[config.mk]
export PLATFORM = sky130hd
export DESIGN_NAME = bd_ring_walker
export DESIGN_NICKNAME = d
export VERILOG_FILES = /design/src/rtl/bdr_pkg.sv /design/src/rtl/bdr_rst_sync.sv /design/src/rtl/bdr_desc_ram.sv /design/src/rtl/bdr_engine.sv /design/src/rtl/bd_ring_walker.sv
export SDC_FILE = /design/constraint.sdc
export NUM_CORES = 2
export LEC_CHECK = 0
export CAP_MARGIN = 20
export CORE_MARGIN = 3
export CORE_UTILIZATION = 40
export DETAILED_ROUTE_END_ITERATION = 6
export PLACE_DENSITY = 0.66
export SLEW_MARGIN = 0
export SYNTH_ARGS = -nofsm -noshare
export SYNTH_HDL_FRONTEND = slang
export SYNTH_SLANG_ARGS = --single-unit
export TNS_END_PERCENT = 1
[constraint.sdc]
create_clock -name clk -period 30.5 [get_ports clk]
set_input_delay 7.625 -clock clk [delete_from_list [all_inputs] [get_ports clk]]
set_output_delay 7.625 -clock clk [all_outputs]
set_load 0.05 [all_outputs]
[src/rtl/bdr_pkg.sv]
package bdr_pkg;
  localparam int STAT_W = 16;
  localparam int LEN_W  = 16;
  localparam int ADDR_W = 32;
  localparam int OWN_BIT  = 15;
  localparam int WRAP_BIT = 13;
  localparam int LOW_W    = 6;

  typedef struct packed {
    logic [STAT_W-1:0] status;
    logic [LEN_W-1:0]  len;
    logic [ADDR_W-1:0] addr;
  } desc_t;

  typedef enum logic [1:0] {
    ST_IDLE  = 2'd0,
    ST_CHECK = 2'd1,
    ST_OFFER = 2'd2,
    ST_WBACK = 2'd3
  } eng_state_e;
endpackage

[src/rtl/bdr_rst_sync.sv]
module bdr_rst_sync (
  input  logic clk,
  input  logic arst_n,
  output logic srst_n
);
  logic [1:0] sync_q;

  always_ff @(posedge clk or negedge arst_n) begin
    if (!arst_n) sync_q <= 2'b00;
    else         sync_q <= {sync_q[0], 1'b1};
  end

  assign srst_n = sync_q[1];
endmodule

[src/rtl/bdr_desc_ram.sv]
module bdr_desc_ram
  import bdr_pkg::*;
#(
  parameter int DEPTH = 8,
  localparam int IDX_W = (DEPTH > 1) ? $clog2(DEPTH) : 1
) (
  input  logic             clk,
  input  logic             rst_n,
  input  logic             host_we,
  input  logic [IDX_W-1:0] host_idx,
  input  desc_t            host_d,
  output desc_t            host_q,
  input  logic             eng_we,
  input  logic [IDX_W-1:0] eng_idx,
  input  desc_t            eng_d,
  output desc_t            eng_q
);
  desc_t mem_q [DEPTH];

  for (genvar i = 0; i < DEPTH; i++) begin : g_ent
    logic  hit_host, hit_eng, ent_en;
    desc_t ent_d;

    always_comb begin
      hit_host = host_we && (host_idx == IDX_W'(i));
      hit_eng  = eng_we && (eng_idx == IDX_W'(i));
      ent_en   = hit_host || hit_eng;
      ent_d    = hit_host ? host_d : eng_d;
    end

    always_ff @(posedge clk or negedge rst_n) begin
      if (!rst_n)      mem_q[i] <= '0;
      else if (ent_en) mem_q[i] <= ent_d;
    end
  end

  assign host_q = mem_q[host_idx];
  assign eng_q  = mem_q[eng_idx];
endmodule

[src/rtl/bdr_engine.sv]
module bdr_engine
  import bdr_pkg::*;
#(
  parameter int DEPTH     = 8,
  parameter bit WRITE_LEN = 1'b0,
  localparam int IDX_W = (DEPTH > 1) ? $clog2(DEPTH) : 1
) (
  input  logic             clk,
  input  logic             rst_n,
  input  logic             kick,
  input  desc_t            cur_q,
  output logic [IDX_W-1:0] idx,
  output logic             wr_en,
  output desc_t            wr_d,
  input  logic             wr_grant,
  output logic             offer_valid,
  input  logic             done,
  input  logic [LOW_W-1:0] done_low,
  input  logic [LEN_W-1:0] done_len,
  output logic             active
);
  eng_state_e       state_q, state_d;
  logic [IDX_W-1:0] idx_q, idx_d;
  logic             idx_en, cap_en;
  logic [LOW_W-1:0] low_q;
  logic [LEN_W-1:0] len_q;
  logic             at_end;

  always_comb begin
    state_d = state_q;
    idx_en  = 1'b0;
    cap_en  = 1'b0;
    wr_en   = 1'b0;
    at_end  = cur_q.status[WRAP_BIT] || (idx_q == IDX_W'(DEPTH - 1));
    idx_d   = at_end ? '0 : idx_q + 1'b1;
    unique case (state_q)
      ST_IDLE:  if (kick) state_d = ST_CHECK;
      ST_CHECK: begin
        if (cur_q.status[OWN_BIT]) state_d = ST_OFFER;
        else if (!kick)            state_d = ST_IDLE;
      end
      ST_OFFER: if (done) begin
        cap_en  = 1'b1;
        state_d = ST_WBACK;
      end
      ST_WBACK: begin
        wr_en = 1'b1;
        if (wr_grant) begin
          idx_en  = 1'b1;
          state_d = ST_CHECK;
        end
      end
      default: state_d = ST_IDLE;
    endcase
  end

  always_comb begin
    wr_d        = cur_q;
    wr_d.status = {1'b0, cur_q.status[STAT_W-2:LOW_W], low_q};
    if (WRITE_LEN) wr_d.len = len_q;
  end

  always_ff @(posedge clk or negedge rst_n) begin
    if (!rst_n) begin
      state_q <= ST_IDLE;
      idx_q   <= '0;
      low_q   <= '0;
      len_q   <= '0;
    end else begin
      state_q <= state_d;
      if (idx_en) idx_q <= idx_d;
      if (cap_en) begin
        low_q <= done_low;
        len_q <= done_len;
      end
    end
  end

  assign idx         = idx_q;
  assign offer_valid = (state_q == ST_OFFER);
  assign active      = (state_q != ST_IDLE);
endmodule

[src/rtl/bd_ring_walker.sv]
module bd_ring_walker
  import bdr_pkg::*;
#(
  parameter int          DEPTH      = 8,
  parameter int          MAX_FRAME  = 1518,
  parameter logic [31:0] KICK_VALUE = 32'h0100_0000,
  localparam int IDX_W = (DEPTH > 1) ? $clog2(DEPTH) : 1
) (
  input  logic              clk,
  input  logic              rst_n,
  input  logic              host_wr,
  input  logic              host_ring,
  input  logic [IDX_W-1:0]  host_idx,
  input  logic [15:0]       host_wstatus,
  input  logic [15:0]       host_wlen,
  input  logic [31:0]       host_waddr,
  output logic [15:0]       host_rstatus,
  output logic [15:0]       host_rlen,
  output logic [31:0]       host_raddr,
  input  logic              rx_kick_wr,
  input  logic              tx_kick_wr,
  input  logic [31:0]       kick_data,
  output logic              rx_active,
  output logic              tx_active,
  output logic              tx_req,
  output logic [15:0]       tx_len,
  output logic [31:0]       tx_addr,
  input  logic              tx_done,
  input  logic [3:0]        tx_retries,
  input  logic              tx_fail,
  output logic              rx_buf_valid,
  output logic [31:0]       rx_buf_addr,
  input  logic              rx_done,
  input  logic [15:0]       rx_len,
  input  logic [5:0]        rx_err
);
  localparam int NRING = 2;
  localparam logic [LEN_W-1:0] MAX_LEN = LEN_W'(MAX_FRAME);

  logic rst_sync_n;
  bdr_rst_sync u_rst (.clk(clk), .arst_n(rst_n), .srst_n(rst_sync_n));

  logic             kick_ok;
  logic             kick  [NRING];
  logic             done  [NRING];
  logic [LOW_W-1:0] low   [NRING];
  logic [LEN_W-1:0] dlen  [NRING];
  logic             offer [NRING];
  logic             act   [NRING];
  desc_t            eng_q [NRING];
  desc_t            host_q[NRING];
  desc_t            host_d;

  assign kick_ok = (kick_data == KICK_VALUE);
  assign host_d  = '{status: host_wstatus, len: host_wlen, addr: host_waddr};

  always_comb begin
    kick[0] = rx_kick_wr && kick_ok;
    kick[1] = tx_kick_wr && kick_ok;
    done[0] = rx_done;
    done[1] = tx_done;
    low[0]  = rx_err | ((rx_len > MAX_LEN) ? 6'h20 : 6'h00);
    low[1]  = {tx_retries, tx_fail, 1'b0};
    dlen[0] = rx_len;
    dlen[1] = '0;
  end

  for (genvar g = 0; g < NRING; g++) begin : g_ring
    logic             h_we, e_we;
    logic [IDX_W-1:0] e_idx;
    desc_t            e_d;

    assign h_we = host_wr && (host_ring == g[0]);

    bdr_desc_ram #(.DEPTH(DEPTH)) u_ram (
      .clk(clk), .rst_n(rst_sync_n),
      .host_we(h_we), .host_idx(host_idx), .host_d(host_d), .host_q(host_q[g]),
      .eng_we(e_we && !h_we), .eng_idx(e_idx), .eng_d(e_d), .eng_q(eng_q[g])
    );

    bdr_engine #(.DEPTH(DEPTH), .WRITE_LEN(g == 0)) u_eng (
      .clk(clk), .rst_n(rst_sync_n), .kick(kick[g]), .cur_q(eng_q[g]),
      .idx(e_idx), .wr_en(e_we), .wr_d(e_d), .wr_grant(!h_we),
      .offer_valid(offer[g]), .done(done[g]), .done_low(low[g]),
      .done_len(dlen[g]), .active(act[g])
    );
  end

  always_comb begin
    host_rstatus = host_q[host_ring].status;
    host_rlen    = host_q[host_ring].len;
    host_raddr   = host_q[host_ring].addr;
  end

  assign rx_active    = act[0];
  assign tx_active    = act[1];
  assign rx_buf_valid = offer[0];
  assign rx_buf_addr  = eng_q[0].addr;
  assign tx_req       = offer[1];
  assign tx_len       = eng_q[1].len;
  assign tx_addr      = eng_q[1].addr;
endmodule

# Word-level counts from Yosys, hierarchy flattened

Cells that the tools add are included.
Widths: inputs -> output; s select.

Bits in writable memories: 0
Memory bits (read-only): 0
Input port bits: 134
Output and inout bits: 148
Register bits: 1,063
Word-level logic and storage cells: 228
Bits in latches: 0
Memories: 0

Multiply operators: 0
Reductions and logical operators: 67
Bitwise logic cells: 6
Shifts and indexed selects: 0
Div/mod/pow operators: 0
Muxes and demuxes: 56
Equality and inequality tests: 36
Order comparisons: 5
$add $sub $neg: 2

Operators by type and width:

| kind                 | count |
|---|---|
| $mux 64              | 27 |
| $bmux 64 s3          | 4 |
| $logic_and 1x1->1    | 38 |
| $eq 3x3->1 const B   | 12 |
| $eq 32x25->1 const B | 1 |
| $mux 2               | 10 |
| $eq 3x2->1 const B   | 6 |
| $logic_or 1x1->1     | 18 |
| $gt 16x11->1 const B | 1 |
| $pmux 2 s4           | 2 |
| $ge 4x4->1 const B   | 3 |
| $not 3->4            | 3 |
| $mux 1               | 10 |
| $eq 3x1->1 const B   | 3 |
| $logic_not 3->1      | 3 |
| $eq 2x2->1 const B   | 4 |
| $ne 2x1->1 const B   | 4 |
| $reduce_and 4->1     | 2 |
| $add 3x1->3 const B  | 2 |
| $mux 3               | 2 |
| $mux 6               | 1 |
| $ne 3x3->1 const B   | 2 |
| $or 6x6->6           | 1 |
| $eq 2x1->1 const B   | 2 |
| 7 further kinds      | 11 |

# Longest topological paths before layout

Depth after elaboration: 7
Depth in mapped cells: 11
Gate-level depth less buffers: 6

# Cells and area by module

A second synthesis with hierarchy kept.

Cell total of the unflattened synthesis: 5,964
Area total of the unflattened synthesis: 66,969.2 um^2

By module, submodules not included:

| module                        | instances | area each (um^2) | cells an instance |
|---|---|---|---|
| bdr_desc_ram                  | 2         | 31,682.9         | 2,819 |
| bdr_engine at g_ring[0].u_eng | 1         | 1,589.0          | 119 |
| bdr_engine at g_ring[1].u_eng | 1         | 1,006.0          | 101 |
| bd_ring_walker                | 1         | 954.7            | 103 |
| bdr_rst_sync                  | 1         | 53.8             | 3 |

# Least setup slack after synthesis

OpenSTA, ideal clock, no wires.

Path kind: input to output
Start point: in host_idx[1]
End point: out host_raddr[13]
Stages: 5
Data arrival time: 9.380 ns
Setup slack: 13.495 ns
Cells stage by stage: buf_2 clkbuf_1 buf_1 mux4_2 mux4_2

Cells in the longest elaborated chain, start to end: 7

RTL lines:

| item                                          | RTL line             | text |
|---|---|---|
| start: declaration                            | bd_ring_walker.sv:13 | `input logic [IDX_W-1:0] host_idx,` |
| $not 3->4 (not written as such) *             | bdr_desc_ram.sv:37   | `assign host_q = mem_q[host_idx];` |
| $bmux 64 s3                                   | bdr_desc_ram.sv:37   |  |
| $mux 64 (not written as such) (2 in series)   | bdr_desc_ram.sv:37   |  |
| $mux 64 (not written as such) * (2 in series) | bd_ring_walker.sv:92 | `host_raddr = host_q[host_ring].addr;` |
| $mux 64 *                                     | n/a                  |  |
| end: declaration                              | bd_ring_walker.sv:19 | `output logic [31:0] host_raddr,` |

Every way passes the cells marked *; elsewhere a longest branch is shown, timed or not. The select of a mux whose other input is x is not followed.

# Worst setup path in the final report

Start point: in host_idx[0]
End point: out host_rlen[14]

Cells in the longest elaborated chain, start to end: 7

RTL lines:

| item                                        | RTL line             | text |
|---|---|---|
| $not 3->4 (not written as such) *           | bdr_desc_ram.sv:37   |  |
| $bmux 64 s3                                 | bdr_desc_ram.sv:37   |  |
| $mux 64 (not written as such) (2 in series) | bdr_desc_ram.sv:37   |  |
| $mux 64 * (2 in series)                     | n/a                  |  |
| $mux 64 (not written as such) *             | bd_ring_walker.sv:91 | `host_rlen = host_q[host_ring].len;` |
| end: declaration                            | bd_ring_walker.sv:18 | `output logic [15:0] host_rlen,` |

Marks and branches as above.

==> flow_metrics.tcl <==
set metrics [dict create \
    holdBufCountCts 0 \
    synthXorXnorAreaFrac 0 \
    clkTransAtPathRegs_ns 0.06 \
    p_leak_nw 27.5 \
    setup_viol 0 \
    vdd_drop_max_v 0.0000709 \
    finalHoldViolCount 0 \
    final_nets 4895 \
    synth_nets 5081 \
    avgSynthCellArea_um2 11.9 \
    period_needed_ns 19.56 \
    htreeDepth 3 \
    slowest_stage "buf_4" \
    yosysTopAreaCellShare 0.454 \
    postCtsSetupRepairBufs 0 \
    grt_pass1_wl_um 335000 \
    cts_buffers 116 \
    cp_max_fo 77 \
    num_rows 139 \
    cpPeakStageDelay_ns 0.92 \
    synth_area_um2 58600 \
    synthAdderAreaFrac 0.00427 \
    status "finished, violations left" \
    crit_buf_inv 4 \
    hold_start "u_rst.sync_q[0]" \
    ios 282 \
    grt.total_usage 0.298 \
    r2r-start "g_ring[1].u_eng.idx[1]" \
    slew_viol_final 0 \
    drt-vias-per-instance 7.07 \
    rsz0062_at_grt "false" \
    violations "design-rule violations" \
    drc 6 \
    vias 47700 \
    portBuffers 281 \
    dp_hpwl_um 126000 \
    final_antenna_net_count 0 \
    ys.warnings.count 0 \
    r2r_end "g_ring[1].u_ram.mem_q[142]" \
    core_area_um2 145000 \
    worst_pin_slew_ns 1.29 \
    cts_tree "built" \
    crit_chain "buf_8 -> buf_4 -> buf_4 -> mux4_2 -> mux4_2 -> clkdlybuf4s50_1" \
    period_share 0.641 \
    root_buffer "clkbuf_16" \
    final_layout_size_suffix_gt1_frac 0.208 \
    synth_top_family_by_area "multiplexers" \
    drt-total-wl_um 231000 \
    die_h_um 389 \
    drtIter0Drc 6845 \
    cts_buffer_depth 3 \
    synth_compound_area_frac 0.200 \
    syn_inst 4927 \
    yosysTopAreaCell "dfrtp_1" \
    min_path_type "reg2reg" \
    worstSetupPathType "in2out" \
    synth-seq-area-share 0.454 \
    start_util 0.406 \
    r2r_cells 8 \
    grt_max_degree 163 \
    dieArea_um2 151000 \
    fmax_mhz 51.1 \
    grt-ovfl-total 0 \
    cts_sinks 1063 \
    synth_cell_type_count 53 \
    p_total_mw 7.02 \
    first_pass_iters 7 \
    power-per-cell-area_nw_per_um2 106 \
    setup_tns_ns 0 \
    ys_ff_latch 1063 \
    timing.hold.ws_ns 0.349 \
    wl_per_cell_um 34.2 \
    yosys.area_share.simple 0.0411 \
    start_kind "input pin" \
    gp_congestion 0.841 \
    crit_path_end_kind "output pin" \
    cpLargestDelayFamily "buffers and inverters" \
    skew_ns 0.0421 \
    die_x_um 389 \
    drv_cap 0 \
    antenna_found_initial 19 \
    clk_latency_ns 0.76 \
    area_delta_synth_final_pct 12.6 \
    required_ns 22.88 \
    grt_pass1_vias 46900 \
    synth.area.top_cells "dfrtp_1, mux4_2, a22oi_1" \
    reg2reg_setup_slack_ns 25.37 \
    slew_headroom 0.142 \
    holdPathEnd "u_rst.sync_q[1]" \
    n_fill_cell 12900 \
    synthMuxAreaShare 0.239 \
    crit_arrival_ns 11.93 \
    holdPathStages 0 \
    cts_resized 0 \
]
## synth_stat cells, drive strengths merged
library cell  number
and3              10
o22ai              2
conb               1
mux2i            102
nor4               8
a21oi              1
o211ai             2
and2               2
a22o               6
a21bo              1
and4               8
nor2b              1
nor4b              1
clkbuf           328
o21ai            805
a41oi              1
a22oi           1000
mux2              27
o31ai              2
dfrtp           1063
nand3              8
a32oi              1
nand4              3
a21boi             1
inv               97
a31o               1
mux4             520
o221ai             1
buf              362
nor3              11
ha                20
nand2b             6
a2111oi            1
a32o               1
nand3b             1
or4                1
nor2              26
a21o               2
nand2            492
o21bai             1
## how the worst max path moves through the flow
stage | from | endpoint | slack [ns] | cells past startpoint
final | host_idx[0] | host_rlen[14] | 10.94 | 6
after detailed placement | host_idx[0] | host_rlen[14] | 10.89 | 6
after CTS | host_idx[0] | host_rlen[14] | 10.87 | 6
after global routing | host_idx[0] | host_rlen[14] | 10.66 | 6
after floorplan | u_rst.sync_q[1] | g_ring[0].u_eng.idx[0] | 13.26 | 0
after global placement | host_idx[0] | host_rlen[6] | 10.96 | 6
## cell usage in the layout, fill, tap and decap left out, types with 6 or more instances in the layout
cell type and n:
dfrtp_1 1058, a22oi_1 1000, o21ai_0 791, mux4_2 520, nand2_1 481, clkdlybuf4s50_1 277, clkbuf_16 116, inv_1 95
buf_4 95, mux2i_4 73, mux2_2 26, clkinv_2 25, nor2_4 22, clkbuf_8 22, ha_1 20, bufinv_16 18
mux2i_2 17, clkbuf_1 15, o21ai_1 14, mux2i_1 12, diode_2 11, and4_1 8, and3_1 8, nor4_1 7
nand2b_1 6, nand2_2 6, nor3_4 6, a22o_1 6, buf_12 6
## flip-flops by register name, summed over array words and instances (netlist names)
signal	count
g_ring.u_eng.idx	6
g_ring.u_ram.mem_q	1024
g_ring.u_eng.low_q	11
g_ring.u_eng.state_q	4
u_rst.sync_q	2
g_ring.u_eng.len_q	16
## report_power, final
group | switching [mW] | internal, mW
clock network | 0.636 | 0.907
registers | 0.490 | 1.90
logic | 1.75 | 1.33
## cell families after synthesis
family | count (synthesis)
mux | 649
simple gates | 578
other cells | 1
flops | 1063
buf+inv | 787
fa+ha+maj | 20
compound gates | 1829
## cell type report
class / count / area [µm²] / share of cell area
multi-input combinational: 3077 / 28700 / 0.435
tap: 1903 / 2380 / 0.0360
clock buffer: 153 / 3260 / 0.0494
sequential: 1063 / 26600 / 0.403
clock inverter: 60 / 896 / 0.0136
inverter: 97 / 377 / 0.00570
antenna: 11 / 27.5 / 0.000417
timing repair buffer: 386 / 3780 / 0.0573
## through the flow
stage	std cells	cell area, µm²	setup WS, ns	util
after floorplan	4927	58600	13.26	-
final	6750	66100	10.94	0.457
after global routing	6743	66000	10.66	0.457
after global placement	6520	61700	10.96	0.427
after CTS	6733	65900	10.87	0.456
after detailed placement	6520	61700	10.89	0.427
## metal layers
layer,vias to the layer above,routed length (µm),global-route usage
li1,18600,-,-
met1,24300,83200,0.392
met2,3935,101000,0.438
met3,931,33200,0.103
met4,18,13600,0.152
met5,-,120,0
(Power assumes the default switching activity.)
